<file path="src/rtl/pix_ser_pkg.sv">
package pix_ser_pkg;
    typedef enum logic [2:0] {
        ST_IDLE = 3'd0,
        ST_HDR0 = 3'd1,
        ST_HDR1 = 3'd2,
        ST_ADDR = 3'd3,
        ST_AMP  = 3'd4
    } ser_state_e;
endpackage

</file>
<file path="src/rtl/pix_ser_hit_pack.sv">
module pix_ser_hit_pack #(
    parameter int COL_W  = 6,
    parameter int PIX_W  = 7,
    parameter int ADDR_W = 15
) (
    input  logic [COL_W-1:0]  col_i,
    input  logic [PIX_W-1:0]  pix_i,
    output logic [ADDR_W-1:0] addr_o
);
    localparam int PAD_W = ADDR_W - COL_W - PIX_W;

    generate
        if (PAD_W > 0) begin : g_pad
            assign addr_o = {{PAD_W{1'b0}}, col_i, pix_i};
        end else begin : g_nopad
            assign addr_o = {col_i, pix_i};
        end
    endgenerate
endmodule

</file>
<file path="src/rtl/pix_ser_addr_slice.sv">
module pix_ser_addr_slice #(
    parameter int SYM_W = 3,
    parameter int NSYM  = 5,
    parameter int IDX_W = 3,
    parameter int OUT_W = 8
) (
    input  logic [NSYM*SYM_W-1:0] addr_i,
    input  logic [IDX_W-1:0]      idx_i,
    output logic [OUT_W-1:0]      sym_o
);
    logic [SYM_W-1:0] part [NSYM];

    // symbol 0 is the most significant slice
    for (genvar g = 0; g < NSYM; g++) begin : g_part
        assign part[g] = addr_i[(NSYM-1-g)*SYM_W +: SYM_W];
    end

    always_comb begin
        sym_o = '0;
        for (int k = 0; k < NSYM; k++) begin
            if (idx_i == IDX_W'(k)) begin
                sym_o = OUT_W'(part[k]);
            end
        end
    end
endmodule

</file>
<file path="src/rtl/pix_readout_ser.sv">
module pix_readout_ser #(
    parameter int          COL_W = 6,
    parameter int          PIX_W = 7,
    parameter int          AMP_W = 8,
    parameter int          SYM_W = 3,
    parameter logic [7:0]  HDR_A = 8'hA5,
    parameter logic [7:0]  HDR_B = 8'h5A
) (
    input  logic             clk,
    input  logic             rst_n,
    input  logic             start_i,
    input  logic             hit_valid_i,
    output logic             hit_ready_o,
    input  logic [COL_W-1:0] hit_col_i,
    input  logic [PIX_W-1:0] hit_pix_i,
    input  logic [AMP_W-1:0] hit_amp_i,
    output logic [7:0]       sym_o,
    output logic             sym_valid_o
);
    import pix_ser_pkg::*;

    localparam int RAW_W  = COL_W + PIX_W;
    localparam int NSYM   = (RAW_W + SYM_W - 1) / SYM_W;
    localparam int ADDR_W = NSYM * SYM_W;
    localparam int IDX_W  = (NSYM > 1) ? $clog2(NSYM) : 1;
    localparam int OUT_W  = 8;
    localparam logic [IDX_W-1:0] LAST_IDX = IDX_W'(NSYM - 1);

    typedef struct packed {
        ser_state_e        st;
        logic [IDX_W-1:0]  idx;
        logic [ADDR_W-1:0] addr;
        logic [AMP_W-1:0]  amp;
        logic [OUT_W-1:0]  sym;
        logic              vld;
    } ser_regs_t;

    ser_regs_t r_q, r_d;

    logic              boundary;
    logic              take;
    logic [ADDR_W-1:0] new_addr;
    logic [ADDR_W-1:0] sel_addr;
    logic [IDX_W-1:0]  sel_idx;
    logic [OUT_W-1:0]  slice_sym;

    pix_ser_hit_pack #(
        .COL_W (COL_W),
        .PIX_W (PIX_W),
        .ADDR_W(ADDR_W)
    ) u_pack (
        .col_i (hit_col_i),
        .pix_i (hit_pix_i),
        .addr_o(new_addr)
    );

    // a slot boundary is the last cycle of the header or of a hit
    assign boundary = (r_q.st == ST_HDR1) || (r_q.st == ST_AMP);
    assign take     = boundary && hit_valid_i;

    always_comb begin
        sel_addr = take ? new_addr : r_q.addr;
        sel_idx  = take ? '0 : IDX_W'(r_q.idx + 1'b1);
    end

    pix_ser_addr_slice #(
        .SYM_W(SYM_W),
        .NSYM (NSYM),
        .IDX_W(IDX_W),
        .OUT_W(OUT_W)
    ) u_slice (
        .addr_i(sel_addr),
        .idx_i (sel_idx),
        .sym_o (slice_sym)
    );

    always_comb begin
        r_d = r_q;
        unique case (r_q.st)
            ST_IDLE: begin
                if (start_i) begin
                    r_d.st  = ST_HDR0;
                    r_d.sym = HDR_A;
                    r_d.vld = 1'b1;
                end
            end
            ST_HDR0: begin
                r_d.st  = ST_HDR1;
                r_d.sym = HDR_B;
            end
            ST_HDR1, ST_AMP: begin
                if (take) begin
                    r_d.st   = ST_ADDR;
                    r_d.idx  = '0;
                    r_d.addr = new_addr;
                    r_d.amp  = hit_amp_i;
                    r_d.sym  = slice_sym;
                end else begin
                    r_d.st  = ST_IDLE;
                    r_d.sym = '0;
                    r_d.vld = 1'b0;
                end
            end
            ST_ADDR: begin
                if (r_q.idx == LAST_IDX) begin
                    r_d.st  = ST_AMP;
                    r_d.sym = OUT_W'(r_q.amp);
                end else begin
                    r_d.idx = sel_idx;
                    r_d.sym = slice_sym;
                end
            end
            default: begin
                r_d.st  = ST_IDLE;
                r_d.sym = '0;
                r_d.vld = 1'b0;
            end
        endcase
    end

    always_ff @(posedge clk or negedge rst_n) begin
        if (!rst_n) begin
            r_q <= '0;
        end else begin
            r_q <= r_d;
        end
    end

    assign hit_ready_o = boundary;
    assign sym_o       = r_q.sym;
    assign sym_valid_o = r_q.vld;
endmodule

</file>
<file path="config.mk">
export PLATFORM = sky130hd
export DESIGN_NAME = pix_readout_ser
export DESIGN_NICKNAME = d
export VERILOG_FILES = /design/src/rtl/pix_ser_pkg.sv /design/src/rtl/pix_ser_hit_pack.sv /design/src/rtl/pix_ser_addr_slice.sv /design/src/rtl/pix_readout_ser.sv
export SDC_FILE = /design/constraint.sdc
export NUM_CORES = 1
export LEC_CHECK = 0
export ABC_AREA = 1
export BUFFER_PORTS_ARGS = -buffer_cell sky130_fd_sc_hd__buf_2
export CAP_MARGIN = 20
export CORE_ASPECT_RATIO = 1.2
export CORE_UTILIZATION = 60
export DETAILED_ROUTE_END_ITERATION = 6
export PLACE_DENSITY = 0.86
export SLEW_MARGIN = 40
export SYNTH_ARGS = -nofsm -noshare
export SYNTH_HDL_FRONTEND = slang
export SYNTH_HIERARCHICAL = 1
export SYNTH_SLANG_ARGS = --single-unit
</file>
<file path="constraint.sdc">
create_clock -name clk -period 4.72 [get_ports clk]
set_clock_uncertainty 0.1 [all_clocks]
set_input_delay 0.944 -clock clk [delete_from_list [all_inputs] [get_ports clk]]
set_output_delay 0.944 -clock clk [all_outputs]
set_load 0.005 [all_outputs]
</file>
==> summary.txt <==
CTS
------------------------------------------------------------------------------
Setup repair bufs after CTS .....................................            0
Clock tree root buffer cell ..................................... sky130_fd_sc_hd__clkbuf_8
Clock tree from TritonCTS .......................................         done
Number of sinks driven by the clock tree ........................           38
Clock transition at path regs ...................................      0.07 ns
Number of instances resized during post-cts repair ..............            0
Clock latency on the worst-skew pair ............................      0.29 ns
CTS H-Tree Depth ................................................            2
Number of CTS-inserted buffers ..................................            5
Number of buffers added to fix hold violations after cts ........            0
Number of buffers on the longest clock path .....................            2

DRT
------------------------------------------------------------------------------
Via-per-instance ratio ..........................................         5.07
Drt first pass iters ............................................            7
Remaining routing DRC violations ................................            9
Post-Route WL ...................................................      3750 µm
Total via count in the routed design ............................         1643
Drt first-iter violations .......................................           78
Routed len/inst .................................................      11.6 µm
DRT antenna net count ...........................................            0

CRITICAL PATH
------------------------------------------------------------------------------
Worst r2r dst ...................................................     sym_o[0]
Maximum fanout encountered on the critical timing path ..........           40
Reg-to-reg setup timing slack ...................................      1.94 ns
Worst path most repeated cell ................................... sky130_fd_sc_hd__nand2_1
Data arrival time of the critical path ..........................      2.91 ns
Count of buffer and inverter cells on the critical path .........            1
Reg-to-reg startpoint ...........................................      r_q[37]
Startpoint-to-endpoint class of the critical path ...............   reg -> reg
Worst-case reg-to-reg path depth ................................           15
Kind of launch point of the worst setup path ....................         flop
Required time of the critical path ..............................      4.85 ns
Critical path cell sequence ..................................... nand2_1 > nand2_1 > nor2_4 > nand2_4 > nand2_1 > inv_1 > nor3_1 > nand2_1 > nand3_1 > nand2_1 > o21ai_0 > nand2_1 > nand3_1 > nand2_1 > nand2_1
Maximum cell stage delay along the critical path ................      0.43 ns
Critical path depth .............................................           15
Gate family responsible for the most delay along the worst path . simple AND/OR/NAND/NOR gates
Crit path capture type ..........................................         flop
Slowest cell on the critical path ............................... sky130_fd_sc_hd__dfrtp_1

CELLS AND AREA
------------------------------------------------------------------------------
Final std cells w/o fill ........................................          324
Diode insertion count for antenna repair ........................            0
Synthesis-to-finish area growth .................................        2.90%
Leading cell type in the layout, fill and taps excluded ......... sky130_fd_sc_hd__nand2_1
Fraction of final layout cells sized beyond drive strength 1 ....        0.199
Post-Route Utilization ..........................................        0.654
Number of nets in the layout ....................................          313
Top library cells by usage in the layout, fill and taps aside ... sky130_fd_sc_hd__nand2_1, sky130_fd_sc_hd__nand3_1, sky130_fd_sc_hd__dfrtp_1

STA
------------------------------------------------------------------------------
Transition time at the pin with the least slew margin ...........     0.507 ns
Headroom to the max-slew limit ..................................        0.661
Setup repair after global routing missed its margin .............           no
Final Worst Setup Slack .........................................      1.94 ns
Number of endpoints failing setup at the final stage ............            0
Final count of pins violating max slew ..........................            0
Maximum frequency from static timing analysis ...................    0.359 GHz
Number of hold violations in the final report ...................            0
Fin crit share ..................................................        0.590
Final critical-path required period .............................      2.78 ns
Setup TNS .......................................................         0 ns

FLOORPLAN
------------------------------------------------------------------------------
Initial core utilization ........................................        0.636
Core Footprint ..................................................  0.00340 mm²
Die Area ........................................................  0.00384 mm²
Number of placement rows ........................................           23
Chip Width ......................................................      56.8 µm
Die Y-Extent ....................................................      67.7 µm
Boundary pin count ..............................................           35

LOGIC SYNTHESIS
------------------------------------------------------------------------------
Mux cell area share after synthesis .............................            0
Synth Instances .................................................          277
Synth Area in Simple Gates ......................................        0.316
Synthesized area per cell .......................................     7.80 µm²
Total of flip-flops plus latches after synthesis ................           38
Adder and majority cell fraction of the synthesized area ........       0.0116
Xor/xnor share of the synthesized area ..........................      0.00406
Combinational family with the most area after synthesis ......... simple AND/OR/NAND/NOR gates
Synthesized-area fraction occupied by ao, oa, aoi and oai cells .       0.0487
Warning count from the yosys run ................................            6
Post-synthesis cell type count ..................................           23
Cell area after synthesis .......................................  0.00216 mm²
Sequential-to-total area share from yosys stat ..................        0.440

PLACEMENT
------------------------------------------------------------------------------
Buffers on Ports ................................................           34
Setup slack after placement .....................................      1.76 ns
Post-detailed-placement half-perimeter wirelength ...............      2660 µm
# placed instances ..............................................          316
Routability-driven placement congestion ratio ...................        0.837

GLOBAL ROUTE
------------------------------------------------------------------------------
Maximum number of pins on one net before global-route repair ....           41
Global route total overflow .....................................            0
Antenna violations before repair ................................            0
Global-route usage over all layers ..............................        0.231
Wire length of the first global-routing pass ....................      6700 µm
Vias in the first global route ..................................         1582

WORST HOLD PATH
------------------------------------------------------------------------------
Worst hold path type ............................................   reg -> reg
Worst hold stages ...............................................            2
Worst hold path startpoint ......................................      r_q[31]
Endpoint, Worst Hold ............................................      r_q[31]

PWR
------------------------------------------------------------------------------
Power density of the placed cells ...............................   650 mW/mm²
Overall power of the completed layout ...........................      1.44 mW
Worst voltage drop across the vdd grid ..........................     0.301 mV
Static leakage power ............................................      1.27 nW

RUN STATUS
------------------------------------------------------------------------------
Result of the run ............................................... finished with violations
Violated checks .................................................          DRC

FLOW RUN
------------------------------------------------------------------------------
Number of violations of the max-capacitance limit ...............            0

## report_power, final
part / leakage (nW) / switching, mW / internal (mW) / total (mW)
Combinational: 0.761 / 0.450 / 0.233 / 0.683
Sequential: 0.461 / 0.0601 / 0.474 / 0.534
Clock: 0.0482 / 0.109 / 0.118 / 0.226
## routing by layer
| metal | track usage | routed length (µm) |
|---|---|---|
| met5 | 0 | 0 |
| met1 | 0.265 | 1650 |
| met3 | 0.0632 | 157 |
| met2 | 0.406 | 1870 |
| met4 | 0.104 | 68 |
## per-stage QoR
step | hold slack, ns | cell area [µm²]
2_1_floorplan | 0.338 | 2180
6_report | 0.369 | 2220
5_1_grt | 0.398 | 2220
4_1_cts | 0.374 | 2220
3_5_place_dp | 0.358 | 2130
3_3_place_gp | 0.354 | 2130
## worst min-delay path, cell delays in order, from the launching register on
cell and delay, ns:
sky130_fd_sc_hd__dfrtp_1 0.32, sky130_fd_sc_hd__nand2_1 0.05, sky130_fd_sc_hd__nand2_1 0.07
## cells in the mapped netlist
library cell,instances,share of area
sky130_fd_sc_hd__a21oi_1,10,0.023
sky130_fd_sc_hd__buf_2,6,0.014
sky130_fd_sc_hd__buf_4,30,0.10
sky130_fd_sc_hd__buf_6,1,0.0052
sky130_fd_sc_hd__conb_1,2,0.0035
sky130_fd_sc_hd__dfrtp_1,38,0.44
sky130_fd_sc_hd__ha_1,2,0.012
sky130_fd_sc_hd__inv_1,25,0.043
sky130_fd_sc_hd__inv_2,5,0.0087
sky130_fd_sc_hd__nand2_1,77,0.13
sky130_fd_sc_hd__nand2_2,2,0.0058
sky130_fd_sc_hd__nand2_4,3,0.016
sky130_fd_sc_hd__nand3_1,39,0.090
sky130_fd_sc_hd__nand3_2,2,0.0093
sky130_fd_sc_hd__nand4_1,3,0.0087
sky130_fd_sc_hd__nor2_1,15,0.026
sky130_fd_sc_hd__nor2_4,2,0.010
sky130_fd_sc_hd__nor2_8,1,0.0093
sky130_fd_sc_hd__nor3_1,1,0.0023
sky130_fd_sc_hd__nor3_2,1,0.0046
sky130_fd_sc_hd__o21ai_0,8,0.019
sky130_fd_sc_hd__o21ai_1,3,0.0070
sky130_fd_sc_hd__xor2_1,1,0.0041
## state kept, by name (all words and copies together), names as in the netlist
register,cells
sym_valid_o,1
r_q,29
sym_o,8
## cell families after synthesis
kind of cell | after synthesis
adder cells (fa/ha/maj) | 2
AO/OA/AOI/OAI | 21
other | 2
XOR/XNOR | 1
AND/OR/NAND/NOR | 146
flip-flops | 38
buffers and inverters | 67
## final cells by class
type	instances	area, µm²
inverters	30	113
repair buffers	34	173
clock buffers	7	86.3
well taps	37	46.3
fillers	324	1170
flip-flops and latches	38	951
multi-input cells	177	848
clock inverters	1	5.00
## how the worst max path moves through the flow
stage,startpoint,endpoint,slack [ns]
after CTS,r_q[37],sym_o[0],1.95
after global placement,hit_valid_i,sym_o[0],1.82
final,r_q[37],sym_o[0],1.94
after detailed placement,hit_valid_i,sym_o[2],1.76
after floorplan,hit_valid_i,sym_o[0],2.49
after global routing,r_q[37],sym_o[0],1.53
Power figures use the tool's default switching activity.
